--- config.mk ---
export PLATFORM = sky130hd
export DESIGN_NAME = pwc_capture
export DESIGN_NICKNAME = d
export VERILOG_FILES = /design/src/rtl/pwc_pkg.sv /design/src/rtl/pwc_edge_sync.sv /design/src/rtl/pwc_timebase.sv /design/src/rtl/pwc_cap_chan.sv /design/src/rtl/pwc_capture.sv
export SDC_FILE = /design/constraint.sdc
export NUM_CORES = 1
export LEC_CHECK = 0
export ABC_AREA = 1
export BUFFER_PORTS_ARGS = -buffer_cell sky130_fd_sc_hd__buf_2
export CORE_MARGIN = 2
export CORE_UTILIZATION = 44
export DETAILED_ROUTE_END_ITERATION = 12
export PLACE_DENSITY = 0.65
export SLEW_MARGIN = 10
export SYNTH_ARGS = -nofsm -noshare
export SYNTH_HDL_FRONTEND = slang
export SYNTH_SLANG_ARGS = --single-unit
--- constraint.sdc ---
create_clock -name clk -period 2.02 [get_ports clk]
set_input_delay 0.202 -clock clk [delete_from_list [all_inputs] [get_ports clk]]
set_output_delay 0.202 -clock clk [all_outputs]
set_load 0.005 [all_outputs]
--- src/rtl/pwc_pkg.sv ---
package pwc_pkg;

  // Mapping of measurement results onto the two capture channels.
  typedef enum logic {
    MAP_PER0_WID1 = 1'b0,
    MAP_PER1_WID0 = 1'b1
  } map_e;

  localparam int NUM_CH = 2;

  // Edge strobes produced by the synchronizer stage.
  typedef struct packed {
    logic rise;
    logic fall;
  } edge_t;

endpackage

--- src/rtl/pwc_edge_sync.sv ---
module pwc_edge_sync
  import pwc_pkg::*;
#(
  parameter int STAGES = 2
) (
  input  logic  clk,
  input  logic  rst_n,
  input  logic  din,
  input  logic  invert,
  output edge_t edges
);

  localparam int TOP = STAGES - 1;

  logic [TOP:0] sync_q, sync_d;
  logic         hist_q, hist_d;
  logic         pol_in;

  assign pol_in = din ^ invert;

  // Next-state: shift the polarity-corrected input through the chain.
  generate
    if (STAGES == 1) begin : g_single
      always_comb sync_d = pol_in;
    end else begin : g_chain
      always_comb sync_d = {sync_q[TOP-1:0], pol_in};
    end
  endgenerate

  always_comb hist_d = sync_q[TOP];

  always_ff @(posedge clk or negedge rst_n) begin
    if (!rst_n) begin
      sync_q <= '0;
      hist_q <= 1'b0;
    end else begin
      sync_q <= sync_d;
      hist_q <= hist_d;
    end
  end

  always_comb begin
    edges.rise = sync_q[TOP] & ~hist_q;
    edges.fall = ~sync_q[TOP] & hist_q;
  end

  // a rising strobe lasts one cycle and is not repeated at the next edge.
  a_r10_rise_single: assert property (@(posedge clk) disable iff (!rst_n)
    edges.rise |=> !edges.rise);

  // the same holds for falling strobes.
  a_r10_fall_single: assert property (@(posedge clk) disable iff (!rst_n)
    edges.fall |=> !edges.fall);

endmodule

--- src/rtl/pwc_timebase.sv ---
module pwc_timebase #(
  parameter int W = 16
) (
  input  logic         clk,
  input  logic         rst_n,
  input  logic         restart,
  output logic [W-1:0] tb,
  output logic         ovf_evt
);

  localparam logic [W-1:0] TB_MAX    = '1;
  localparam logic [W-1:0] TB_ONE    = W'(1);
  localparam logic [W-1:0] TB_MAX_M1 = TB_MAX - TB_ONE;

  logic [W-1:0] tb_q, tb_d;
  logic         at_max;
  logic         cnt_en;

  assign at_max  = (tb_q == TB_MAX);
  assign cnt_en  = ~at_max;
  assign ovf_evt = (tb_q == TB_MAX_M1) & ~restart;

  // Next-state: the restart cycle itself counts as the first cycle.
  always_comb begin
    tb_d = tb_q;
    if (restart) begin
      tb_d = TB_ONE;
    end else if (cnt_en) begin
      tb_d = tb_q + TB_ONE;
    end
  end

  always_ff @(posedge clk or negedge rst_n) begin
    if (!rst_n) begin
      tb_q <= '0;
    end else begin
      tb_q <= tb_d;
    end
  end

  assign tb = tb_q;

  // a restart always leaves the timebase at one.
  a_r3_restart_one: assert property (@(posedge clk) disable iff (!rst_n)
    restart |=> (tb == TB_ONE));

  // once saturated, the timebase holds until restarted.
  a_r9_saturate_hold: assert property (@(posedge clk) disable iff (!rst_n)
    (tb == TB_MAX && !restart) |=> (tb == TB_MAX));

  // the overflow strobe is followed by a saturated timebase.
  a_r9_ovf_reaches_max: assert property (@(posedge clk) disable iff (!rst_n)
    ovf_evt |=> (tb == TB_MAX));

endmodule

--- src/rtl/pwc_cap_chan.sv ---
module pwc_cap_chan #(
  parameter int W = 16
) (
  input  logic         clk,
  input  logic         rst_n,
  input  logic         stb,
  input  logic         en,
  input  logic         clr,
  input  logic [W-1:0] tb_val,
  output logic [W-1:0] val,
  output logic         done,
  output logic         overrun
);

  logic [W-1:0] val_q, val_d;
  logic         done_q, done_d;
  logic         take;

  assign take    = stb & en;
  assign overrun = take & done_q;

  // Next-state: a capture wins over a clear in the same cycle.
  always_comb begin
    val_d  = val_q;
    done_d = done_q;
    if (take) begin
      val_d  = tb_val;
      done_d = 1'b1;
    end else if (clr) begin
      done_d = 1'b0;
    end
  end

  always_ff @(posedge clk or negedge rst_n) begin
    if (!rst_n) begin
      val_q  <= '0;
      done_q <= 1'b0;
    end else begin
      val_q  <= val_d;
      done_q <= done_d;
    end
  end

  assign val  = val_q;
  assign done = done_q;

  // a capture stores the timebase value seen in the strobe cycle.
  a_r3_capture_value: assert property (@(posedge clk) disable iff (!rst_n)
    (stb && en) |=> (val == $past(tb_val)));

  // a capture leaves the done bit set.
  a_r7_capture_sets_done: assert property (@(posedge clk) disable iff (!rst_n)
    (stb && en) |=> done);

  // a clear with no capture in that cycle empties the done bit.
  a_r7_clear_done: assert property (@(posedge clk) disable iff (!rst_n)
    (clr && !(stb && en)) |=> !done);

  // a disabled channel keeps its value.
  a_r6_disabled_hold: assert property (@(posedge clk) disable iff (!rst_n)
    !en |=> $stable(val));

endmodule

--- src/rtl/pwc_capture.sv ---
module pwc_capture
  import pwc_pkg::*;
#(
  parameter int TB_W        = 16,
  parameter int SYNC_STAGES = 2
) (
  input  logic            clk,
  input  logic            rst_n,
  input  logic            evt_in,
  input  logic            evt_invert,
  input  logic            map_sel,
  input  logic [1:0]      cap_en,
  input  logic [1:0]      done_clr,
  input  logic            ovf_clr,
  input  logic            err_clr,
  output logic [TB_W-1:0] cap0_val,
  output logic [TB_W-1:0] cap1_val,
  output logic [1:0]      cap_done,
  output logic            ovf_flag,
  output logic            err_flag
);

  // Reset: asserted asynchronously, released on a clock edge.
  logic [1:0] rst_sync_q;
  logic       rst_ni;

  always_ff @(posedge clk or negedge rst_n) begin
    if (!rst_n) begin
      rst_sync_q <= 2'b00;
    end else begin
      rst_sync_q <= {rst_sync_q[0], 1'b1};
    end
  end

  assign rst_ni = rst_sync_q[1];

  // Input conditioning.
  edge_t edges;

  pwc_edge_sync #(
    .STAGES (SYNC_STAGES)
  ) u_sync (
    .clk    (clk),
    .rst_n  (rst_ni),
    .din    (evt_in),
    .invert (evt_invert),
    .edges  (edges)
  );

  // Armed after the first qualifying rising edge.
  logic primed_q, primed_d;

  always_comb primed_d = primed_q | edges.rise;

  always_ff @(posedge clk or negedge rst_ni) begin
    if (!rst_ni) begin
      primed_q <= 1'b0;
    end else begin
      primed_q <= primed_d;
    end
  end

  // Timebase.
  logic [TB_W-1:0] tb_val;
  logic            ovf_evt;

  pwc_timebase #(
    .W (TB_W)
  ) u_tb (
    .clk     (clk),
    .rst_n   (rst_ni),
    .restart (edges.rise),
    .tb      (tb_val),
    .ovf_evt (ovf_evt)
  );

  // Route measurement strobes onto channels.
  logic            per_stb, wid_stb;
  map_e            map;
  logic [1:0]      ch_stb;
  logic [1:0]      ch_overrun;
  logic [TB_W-1:0] ch_val [NUM_CH];

  assign map     = map_e'(map_sel);
  assign per_stb = edges.rise & primed_q;
  assign wid_stb = edges.fall & primed_q;

  always_comb begin
    if (map == MAP_PER0_WID1) begin
      ch_stb = {wid_stb, per_stb};
    end else begin
      ch_stb = {per_stb, wid_stb};
    end
  end

  generate
    for (genvar i = 0; i < NUM_CH; i++) begin : g_ch
      pwc_cap_chan #(
        .W (TB_W)
      ) u_ch (
        .clk     (clk),
        .rst_n   (rst_ni),
        .stb     (ch_stb[i]),
        .en      (cap_en[i]),
        .clr     (done_clr[i]),
        .tb_val  (tb_val),
        .val     (ch_val[i]),
        .done    (cap_done[i]),
        .overrun (ch_overrun[i])
      );
    end
  endgenerate

  assign cap0_val = ch_val[0];
  assign cap1_val = ch_val[1];

  // Sticky status flags; a new event wins over a clear.
  logic ovf_q, ovf_d;
  logic err_q, err_d;

  always_comb begin
    ovf_d = (ovf_q & ~ovf_clr) | ovf_evt;
    err_d = (err_q & ~err_clr) | (|ch_overrun);
  end

  always_ff @(posedge clk or negedge rst_ni) begin
    if (!rst_ni) begin
      ovf_q <= 1'b0;
      err_q <= 1'b0;
    end else begin
      ovf_q <= ovf_d;
      err_q <= err_d;
    end
  end

  assign ovf_flag = ovf_q;
  assign err_flag = err_q;

  // an overrun in any channel raises the error flag.
  a_r8_overrun_sets_err: assert property (@(posedge clk) disable iff (!rst_ni)
    (|ch_overrun) |=> err_flag);

  // the overflow strobe from the timebase raises the overflow flag.
  a_r9_ovf_sets_flag: assert property (@(posedge clk) disable iff (!rst_ni)
    ovf_evt |=> ovf_flag);

  // the arming edge never changes a done bit.
  a_r2_arming_no_capture: assert property (@(posedge clk) disable iff (!rst_ni)
    (edges.rise && !primed_q && done_clr == 2'b00) |=> $stable(cap_done));

  // a disabled channel never contributes an overrun.
  a_r6_disabled_no_err: assert property (@(posedge clk) disable iff (!rst_ni)
    (!err_flag && (cap_en == 2'b00) && !(|ch_overrun)) |=> !err_flag);

  // with the default mapping a period strobe lands in channel 0.
  a_r3_map0_period: assert property (@(posedge clk) disable iff (!rst_ni)
    (map_sel == 1'b0 && per_stb && cap_en[0]) |=> cap_done[0]);

  // with the swapped mapping a period strobe lands in channel 1.
  a_r4_map1_period: assert property (@(posedge clk) disable iff (!rst_ni)
    (map_sel == 1'b1 && per_stb && cap_en[1]) |=> cap_done[1]);

endmodule

* Word-level counts from Yosys, hierarchy flattened
Cells that the tools add are included.
Storage, ports and cells: register bits 58, output and inout bits 36, word-level logic and storage cells 45
Cells by class: add/sub/neg operators 1, equality and inequality tests 3, muxes and demuxes 7, bitwise gates (word level) 20, reduce and logical (&&, ||, !) cells 3
Operators by type and width (count):
- equality test 16 bit (second input constant) | 2
- 2-to-1 mux 16 bit | 2
- adder 16 x 1 -> 16 bit (second input constant) | 1
- bitwise AND 1 bit | 11
- inverter 1 bit | 5
- 2-to-1 mux 1 bit | 4
- nonzero test 2 bit | 2
- OR 1 bit | 3
- 2-to-1 mux 2 bit | 1
- inequality test 2 x 1 -> 1 bit (second input constant) | 1
- OR reduction 2 bit | 1
- XOR 1 bit | 1

* Logic depth before layout (Yosys ltp)
Gate-level depths: netlist (run 1).
depth after elaboration 8, depth in mapped cells 8, gate-level depth less buffers 8

* Cells and area by module
A second synthesis (run 1) with hierarchy kept.
Second synthesis, totals: cell total of the unflattened synthesis 332, area, all modules 2796.4 sq um
Modules (own cells, without submodules):
- pwc_cap_chan | instances 2, cells each 74, area each 723.2 sq um, seq. area each 425.4 sq um
- pwc_timebase | instances 1, cells each 153, area each 1051.0 sq um, seq. area each 400.4 sq um
- pwc_capture | instances 1, cells each 19, area each 190.2 sq um, seq. area each 125.1 sq um
- pwc_edge_sync | instances 1, cells each 12, area each 108.9 sq um, seq. area each 75.1 sq um

* Worst setup path before layout (run 1)
No wires, ideal clock.
path kind register -> register, from register u_tb.tb_q[1], in the netlist u_tb.tb[1], to register u_tb.tb_q[0], in the netlist u_tb.tb[0], arrival time 1.202 ns, required time 1.897 ns, path slack 0.695 ns, stages on the path, launching flop included 9, cells stage by stage dfrtp_1 > ha_1 > nand3_2 > inv_2 > nand2_4 > nor2_8 > nand2_4 > nand2_1 > nand2_1
Between the ends: word-level cells in the longest chain between the ends 2
Ends and longest elaborated chain:
- from (decl) | RTL line pwc_timebase.sv:15 | logic [W-1:0] tb_q, tb_d;
- from (signal assigned) | RTL line pwc_timebase.sv:37 | tb_q <= tb_d;
- equality test 16 bit | RTL line pwc_timebase.sv:19 | assign at_max = (tb_q == TB_MAX);
- inequality test 2 x 1 -> 1 bit (no line)
Every way passes these cells. A chain may end at the register's enable or synchronous reset.

* Worst setup path after layout (run 1)
from register u_sync.sync_q[1], to register g_ch[0].u_ch.val_q[7]
Between the ends: word-level cells in the longest chain between the ends 5, elaborated cells on any way between the ends 7, classes of those cells mux (1); bitwise (6)
Ends and longest elaborated chain:
- from (decl) | RTL line pwc_edge_sync.sv:15 | logic [TOP:0] sync_q, sync_d;
- from (signal assigned) | RTL line pwc_edge_sync.sv:37 | sync_q <= sync_d;
- inverter 1 bit | RTL line pwc_edge_sync.sv:44 | edges.fall = ~sync_q[TOP] & hist_q;
- bitwise AND 1 bit | RTL line pwc_edge_sync.sv:44
- bitwise AND 1 bit | RTL line pwc_capture.sv:86 | assign wid_stb = edges.fall & primed_q;
- 2-to-1 mux 2 bit (*) | RTL line pwc_capture.sv:89 | if (map == MAP_PER0_WID1) begin
- bitwise AND 1 bit (*) | RTL line pwc_cap_chan.sv:19 | assign take = stb & en;
- to (signal assigned) | RTL line pwc_cap_chan.sv:39 | val_q <= val_d;
- to (decl) | RTL line pwc_cap_chan.sv:15 | logic [W-1:0] val_q, val_d;
Mark *: on every way between the ends. The rest lies on a longest branch, timed or not.

==> summary.txt, run 1 <==
Status
  – Status: finished, final reports clean

Finish
  – Most frequent cells in the layout: nand2_1 (75), dfrtp_1 (57), buf_2 (46)
  – Multi-input logic area: 1010 um2
  – Fin nets: 353
  – Layout area overhead: 17.8%
  – Commonest non-fill, non-tap cell in the layout: nand2_1
  – Antenna fix cells: 0
  – Layout cells sized above 1: 0.292
  – FILL cells: 554
  – Register area: 1450 um2

STA
  – Clk_skew: 0.00360 ns
  – Final setup margin: 0.448 ns
  – Final setup fails: 0
  – Final period utilization: 0.778
  – Slew Viols, Final: 0
  – Worst slew margin: 0.640
  – F_max: 636 MHz
  – Tmin final: 1.57 ns
  – Final setup TNS: 0 ns
  – Final hold violations: 0
  – Worst Tran Pin Value: 0.540 ns
  – RSZ-0062 raised after global routing: no

Pwr
  – P_int: 2120 uW
  – Max IR drop VDD: 498 uV
  – Leakage power: 0.00167 uW
  – Pwr Density: 942 nW/um2
  – Combinational Power Share: 0.168
  – Total net switching power: 834 uW
  – Reg power frac: 0.483
  – Clock network fraction of total power: 0.349
  – Sw frac: 0.282

Setup path
  – Worst Setup Start Kind: register
  – R2R Path End: g_ch[0].u_ch.val[7]
  – Critical Path Source: u_sync.sync_q[1]
  – Worst-path fanout max: 33
  – Reg2reg path depth: 5
  – CP required: 2.24 ns
  – CP arrival: 1.80 ns
  – Critical path type: register to register
  – Setup crit end: g_ch[0].u_ch.val[7]
  – Worst setup EP type: register
  – R2r startpoint: u_sync.sync_q[1]
  – R2R setup slack: 0.45 ns

CTS
  – Hold Buf Count CTS: 1
  – Post-CTS Setup Repair Bufs: 0
  – Clock latency on the worst-skew pair: 0.32 ns
  – PostCTS Resize Cnt: 0
  – Clock Sinks: 58
  – CTS tree: built
  – H-tree levels: 3
  – Worst-path clk slew: 0.06 ns
  – Inserted Clock Buffers: 9
  – Clock root cell: clkbuf_8
  – Max Root-Sink Buffers: 2

Placement
  – Post-DP HPWL: 3870 um
  – Port bufs: 46
  – Gpl congestion: 0.854
  – DP Worst Slack: 0.445 ns

Routing
  – Vias: 2039
  – Drt drc: 0
  – Post-Route WL: 5390 um
  – Vias/cell: 4.88
  – Antenna viol nets, final: 0
  – TritonRoute pass-1 iters: 4
  – Initial DRC Count: 122
  – Wire per inst: 12.9 um

Yosys
  – Share of the yosys chip area belonging to registers: 0.545
  – Cells after synthesis: 290
  – Cell area after synthesis: 2660 um2
  – Synthesized flop and latch total: 58
  – Synth Warn #: 0
  – Net count after synthesis: 303
  – Syn avg cell area: 9.19 um2
  – Synth cell types: 30

Floorplanning
  – Io pins: 47
  – Die Y-Extent: 81.8 um
  – Die ar.: 6690 um2
  – Core area: 5890 um2
  – Die Wd: 81.8 um
  – Starting Density: 0.453
  – Site Rows: 28

Global route
  – Vias in the first global route: 1919
  – Initial antenna violation count: 0
  – First-pass GRT wire length: 8840 um
  – Largest net degree at the start of global routing: 39
  – Global-route usage over all layers: 0.180
  – Total gr overflow: 0

Run
  – Max-cap viol count: 0

Hold path
  – Hold Path Class: primary input to register
-- worst min-delay path by stage --
stage	startpoint	slack (ns)	to	depth (start not counted)
finish	evt_in	0.05	u_sync.sync_q[0]	2
global route	evt_invert	0.04	u_sync.sync_q[0]	2
CTS	evt_in	0.04	u_sync.sync_q[0]	2
detailed placement	rst_n	-0.01	rst_sync_q[0]	1
global placement	rst_n	-0.01	rst_sync_q[0]	1
floorplan	rst_n	-0.09	rst_sync_q[0]	0
-- cells in the mapped netlist (all sizes together) --
library cell | number | area [um2]
a21oi | 3 | 15.0
buf | 8 | 70.1
clkbuf | 2 | 8.75
conb | 1 | 3.75
dfrtp | 58 | 1450
ha | 2 | 25.0
inv | 32 | 120
nand2 | 83 | 347
nand3 | 20 | 123
nand4 | 6 | 37.5
nor2 | 25 | 123
nor3 | 2 | 10.0
o21a | 1 | 7.51
o21ai | 44 | 299
o22ai | 1 | 6.26
xor2 | 2 | 17.5
-- power by group through the flow --
| stage | sequential (uW) | combinational [uW] | clock, uW |
|---|---|---|---|
| 6_report | 1430 | 495 | 1030 |
| 5_1_grt | 1450 | 571 | 1120 |
| 4_1_cts | 1430 | 509 | 1060 |
| 3_5_place_dp | 1450 | 497 | 0 |
| 3_3_place_gp | 1440 | 486 | 0 |
| 2_1_floorplan | 1440 | 328 | 0 |
-- final cells by class --
type	count	share of cell area
inverter	32	0.0383
clock inverter	3	0.0128
timing repair buffer	49	0.0853
sequential	58	0.463
multi-input combinational	190	0.323
tap	75	0.0299
clock buffer	11	0.0482
-- critical path, stage by stage (launching register included) --
cell and delay (ns):
dfrtp_1 0.40, nor2_1 0.10, nand2_1 0.08, nand2_1 0.10, nand3_2 0.44, o21ai_0 0.35
-- state kept, by name, indices dropped and copies added, names as in the netlist --
signal,count
u_sync.hist_q,1
rst_sync_q,2
u_sync.sync_q,2
ovf_flag,1
err_flag,1
g_ch.u_ch.val,32
primed_q,1
g_ch.u_ch.done,2
u_tb.tb,16
-- cell families after synthesis --
| logic type | after synthesis | synth area share |
|---|---|---|
| AOI/OAI and AO/OA | 49 | 0.123 |
| xor gates and xnor gates | 2 | 0.00658 |
| adders and majority gates | 2 | 0.00939 |
| buffers and inverters | 42 | 0.0747 |
| DFF | 58 | 0.545 |
| other | 1 | 0.00141 |
| and+or+nand+nor | 136 | 0.240 |
-- metal layers --
layer  track usage  vias up  share of wire
li1              -     1031              -
met4        0.0617        0         0.0096
met2         0.271       44           0.46
met3        0.0604        5          0.052
met1         0.243      959           0.48
met5             0        -              0
-- per-stage QoR --
step	std cells	total power (uW)	utilization	hold slack, ns	cell area, um2
floorplan	290	1770	-	-0.0936	2660
global placement	403	1930	0.499	-0.0112	2940
detailed placement	403	1940	0.499	-0.0105	2940
CTS	418	2990	0.533	0.0371	3140
global route	418	3140	0.533	0.0374	3140
finish	418	2960	0.533	0.0523	3140
Power figures use the tool's default switching activity.
==> run 2: changes to the inputs <==
--- a/config.mk
+++ b/config.mk
@@ -5,12 +5,12 @@
 export SDC_FILE = /design/constraint.sdc
 export NUM_CORES = 1
 export LEC_CHECK = 0
-export ABC_AREA = 1
+export ABC_AREA = 0
 export BUFFER_PORTS_ARGS = -buffer_cell sky130_fd_sc_hd__buf_2
 export CORE_MARGIN = 2
 export CORE_UTILIZATION = 44
 export DETAILED_ROUTE_END_ITERATION = 12
-export PLACE_DENSITY = 0.65
+export PLACE_DENSITY = 0.66
 export SLEW_MARGIN = 10
 export SYNTH_ARGS = -nofsm -noshare
 export SYNTH_HDL_FRONTEND = slang
==> constraint.sdc (replaced) <==
create_clock -name clk -period 1.6 [get_ports clk]
set_input_delay 0.16 -clock clk [delete_from_list [all_inputs] [get_ports clk]]
set_output_delay 0.16 -clock clk [all_outputs]
set_load 0.005 [all_outputs]
==> summary.txt, run 2 <==
Status
  – Status: finished, final reports clean

Yosys
  – Mux share of post-synthesis cell area: 0.147 (+0.147)
  – Largest family of logic cells by synthesized area: multiplexers
  – Synth area leaders: dfrtp_1 (59%), mux2_2 (15%), a21oi_1 (1.4%), and3_1 (1.3%), nand2_1 (1.2%)
  – Net count after synthesis: 206 (-32%)
  – Cells after synthesis: 193 (-33%)
  – Synth cell types: 43 (+43%)
  – Post-synth top cells: dfrtp_1 (58), mux2_2 (32), nand2_1 (8)
  – Share of the synthesized area in the top cell type: 0.593 (+0.0479)
  – Count leader, synth: dfrtp_1
  – Post-synth EDFFs: 0 (unchanged)
  – Share of the yosys chip area belonging to registers: 0.593 (+0.0479)
  – Syn avg cell area: 12.7 um2 (+38%)
  – Cell area after synthesis: 2450 um2 (-8.1%)
  – Xor/xnor share of the synthesized area: 0.0107 (+0.00415)
  – Simple-gate share of the synthesized area: 0.119 (-0.121)
  – Compound-Gate Fraction of Synth Area: 0.0899 (-0.0331)
  – Synthesized flop and latch total: 58 (unchanged)
  – Synth Warn #: 0 (unchanged)
  – Leading area contributor after synthesis: dfrtp_1
  – Dominant synthesized flop cell: dfrtp_1
  – FFs w/ async S/R, synth: 1.00 (unchanged)
  – Synth Area in Adders: 0.0102 (+0.000826)

Routing
  – Vias/cell: 5.22 (+6.9%)
  – Post-Route WL: 5020 um (-6.9%)
  – Antenna viol nets, final: 0 (unchanged)
  – TritonRoute pass-1 iters: 4 (unchanged)
  – Vias: 1831 (-10%)
  – Initial DRC Count: 107 (-12%)
  – Drt drc: 0 (unchanged)
  – Wire per inst: 14.3 um (+11%)

Finish
  – Number of non-filler instances in the completed layout: 351 (-16%)
  – Layout cells sized above 1: 0.480 (+0.189)
  – Final instance area: 3210 um2 (+2.2%)
  – Layout area overhead: 31.0%
  – FILL cells: 453 (-18%)
  – Commonest non-fill, non-tap cell in the layout: dfrtp_1
  – Antenna fix cells: 0 (unchanged)
  – Number of flip-flops in the largest register: 32 (unchanged)
  – Fin nets: 287 (-19%)
  – Most frequent cells in the layout: dfrtp_1 (57), buf_2 (46), mux2_2 (32)

Hold path
  – Hold Path Class: primary input to register

Pwr
  – Max IR drop VDD: 741 uV (+49%)
  – Combinational Power Share: 0.182 (+0.014)
  – Leakage power: 0.00164 uW (-1.7%)
  – Reg power frac: 0.486 (+0.003)
  – Total net switching power: 938 uW (+12%)
  – Sw frac: 0.265 (-0.0176)
  – Pwr Density: 1110 nW/um2 (+17%)
  – P_int: 2610 uW (+23%)
  – Clock network fraction of total power: 0.333 (-0.016)

Floorplanning
  – Site Rows: 27 (-3.6%)
  – Die Y-Extent: 78.6 um (-3.9%)
  – Io pins: 47 (unchanged)
  – Die Wd: 78.6 um (-3.9%)
  – Starting Density: 0.450 (-0.00240)
  – Core area: 5440 um2 (-7.6%)
  – Die ar.: 6180 um2 (-7.7%)

Setup path
  – Worst setup EP type: register
  – Worst-path fanout max: 8 (-76%)
  – Worst Setup Start Kind: register
  – R2R setup slack: 0.03 ns (-0.41 ns)
  – CP arrival: 1.78 ns (-0.02 ns)
  – CP cell instances: nand2b_1, o21ai_1, and3_4, buf_6, mux2_2
  – CP required: 1.82 ns (-0.42 ns)
  – Slowest CP cell: dfrtp_1
  – Crit-path max cell delay: 0.40 ns (-0.04 ns)
  – Critical path type: register to register
  – Critical path buffers and inverters: 1 (+1)
  – Family with the most delay on the worst path: simple AND/OR/NAND/NOR gates

Placement
  – Area after DPL: 2980 um2 (+1.3%)
  – Port bufs: 46 (unchanged)
  – Gpl congestion: 0.860 (+0.63%)
  – DP Cell Count: 331 (-18%)
  – Post-DP HPWL: 3380 um (-13%)

Global route
  – Largest net degree at the start of global routing: 57 (+46%)
  – Total gr overflow: 0 (unchanged)
  – Global-route usage over all layers: 0.180 (+0.000371)
  – Vias in the first global route: 1832 (-4.5%)
  – Initial antenna violation count: 0 (unchanged)
  – First-pass GRT wire length: 8420 um (-4.7%)

STA
  – Slew Viols, Final: 0 (unchanged)
  – Hold_ws: 0.0206 ns (-0.0317 ns)
  – Tmin final: 1.57 ns (-0.00551 ns)
  – Final hold violations: 0 (unchanged)
  – Final period utilization: 0.979 (+0.201)
  – RSZ-0062 raised after global routing: yes
  – Clk_skew: 0.00678 ns (+0.00318 ns)
  – F_max: 639 MHz (+0.35%)
  – Final setup fails: 0 (unchanged)

CTS
  – Post-CTS Setup Repair Bufs: 0 (unchanged)
  – Max Root-Sink Buffers: 2 (unchanged)
  – Clock root cell: clkbuf_8
  – CTS tree: built
  – Clock Sinks: 58 (unchanged)
  – Inserted Clock Buffers: 9 (unchanged)
  – Worst-path clk slew: 0.06 ns (about the same)
  – Clock latency on the worst-skew pair: 0.34 ns (+0.02 ns)
  – H-tree levels: 3 (unchanged)

Run
  – Max-cap viol count: 0 (unchanged)
[run 2: changes by cell type in the layout (fill, tap and decap cells not counted), moves of 17 or more]
cell | previous run | this run
buf_4 | 1 | 27
inv_1 | 29 | 5
o21ai_0 | 24 | 4
nor2_1 | 21 | 4
mux2_2 | 0 | 32
o21ai_2 | 18 | 0
nand2_1 | 75 | 7
[run 2: layout make-up]
type,count,area [um2],area share
clock buffers,13,159,0.0495
clock inverters,3,15.0,0.00468
inverters,5,18.8,0.00585
multi-input cells,120,947,0.295
flip-flops and latches,58,1450,0.453
well taps,72,90.1,0.0281
repair buffers,80,526,0.164
[run 2: worst paths after layout]
path | start | to | cells past startpoint
hold reg to reg | rst_sync_q[1] | u_tb.tb[4] | 1
min in group asynchronous | rst_n | rst_sync_q[1] | 2
max in group asynchronous | rst_sync_q[1] | u_tb.tb[9] | 1
setup reg to reg | u_sync.hist_q | g_ch[0].u_ch.val[1] | 5
hold / removal | ovf_clr | ovf_flag | 2
setup / recovery | u_sync.hist_q | g_ch[0].u_ch.val[1] | 5
[run 2: repair_timing]
action / CTS / global route
endpoints found under the setup margin: 0 / 35
hold buffers: 3 / 0
gates resized for setup: 0 / 11
hold endpoints to repair: 3 / 0
[run 2: cell families after synthesis]
logic type | after synthesis
AO/OA/AOI/OAI | 33
XOR/XNOR | 3
adder cells (fa/ha/maj) | 2
buffers and inverters | 15
flip-flops | 58
multiplexers | 32
other | 1
AND/OR/NAND/NOR | 49
[run 2: worst reg2reg max path, cell delays in order, from the launching register on]
cell,delay [ns]
dfrtp_1,0.40
nand2b_1,0.17
o21ai_1,0.14
and3_4,0.24
buf_6,0.15
mux2_2,0.34
[run 2: layer usage]
layer  share of wire  GRT usage
met5               0          0
met4           0.020     0.0895
met3           0.048     0.0529
met2            0.49      0.280
met1            0.44      0.229
[run 2: through the flow]
step	total power [uW]	util	TNS [ns]	worst slack (ns)
6_report	3550	0.590	0	0.0340
5_1_grt	3740	0.590	-0.305	-0.0570
4_1_cts	3580	0.585	0	0.0255
3_5_place_dp	2380	0.547	0	0.0341
3_3_place_gp	2360	0.547	0	0.0828
2_1_floorplan	2100	-	-0.0352	-0.0176
[run 2: power groups by stage]
stage / sequential [uW] / clock (uW) / combinational [uW]
2_1_floorplan: 1780 / 0 / 313
3_3_place_gp: 1740 / 0 / 615
3_5_place_dp: 1750 / 0 / 629
4_1_cts: 1720 / 1220 / 640
5_1_grt: 1740 / 1280 / 717
6_report: 1720 / 1180 / 644
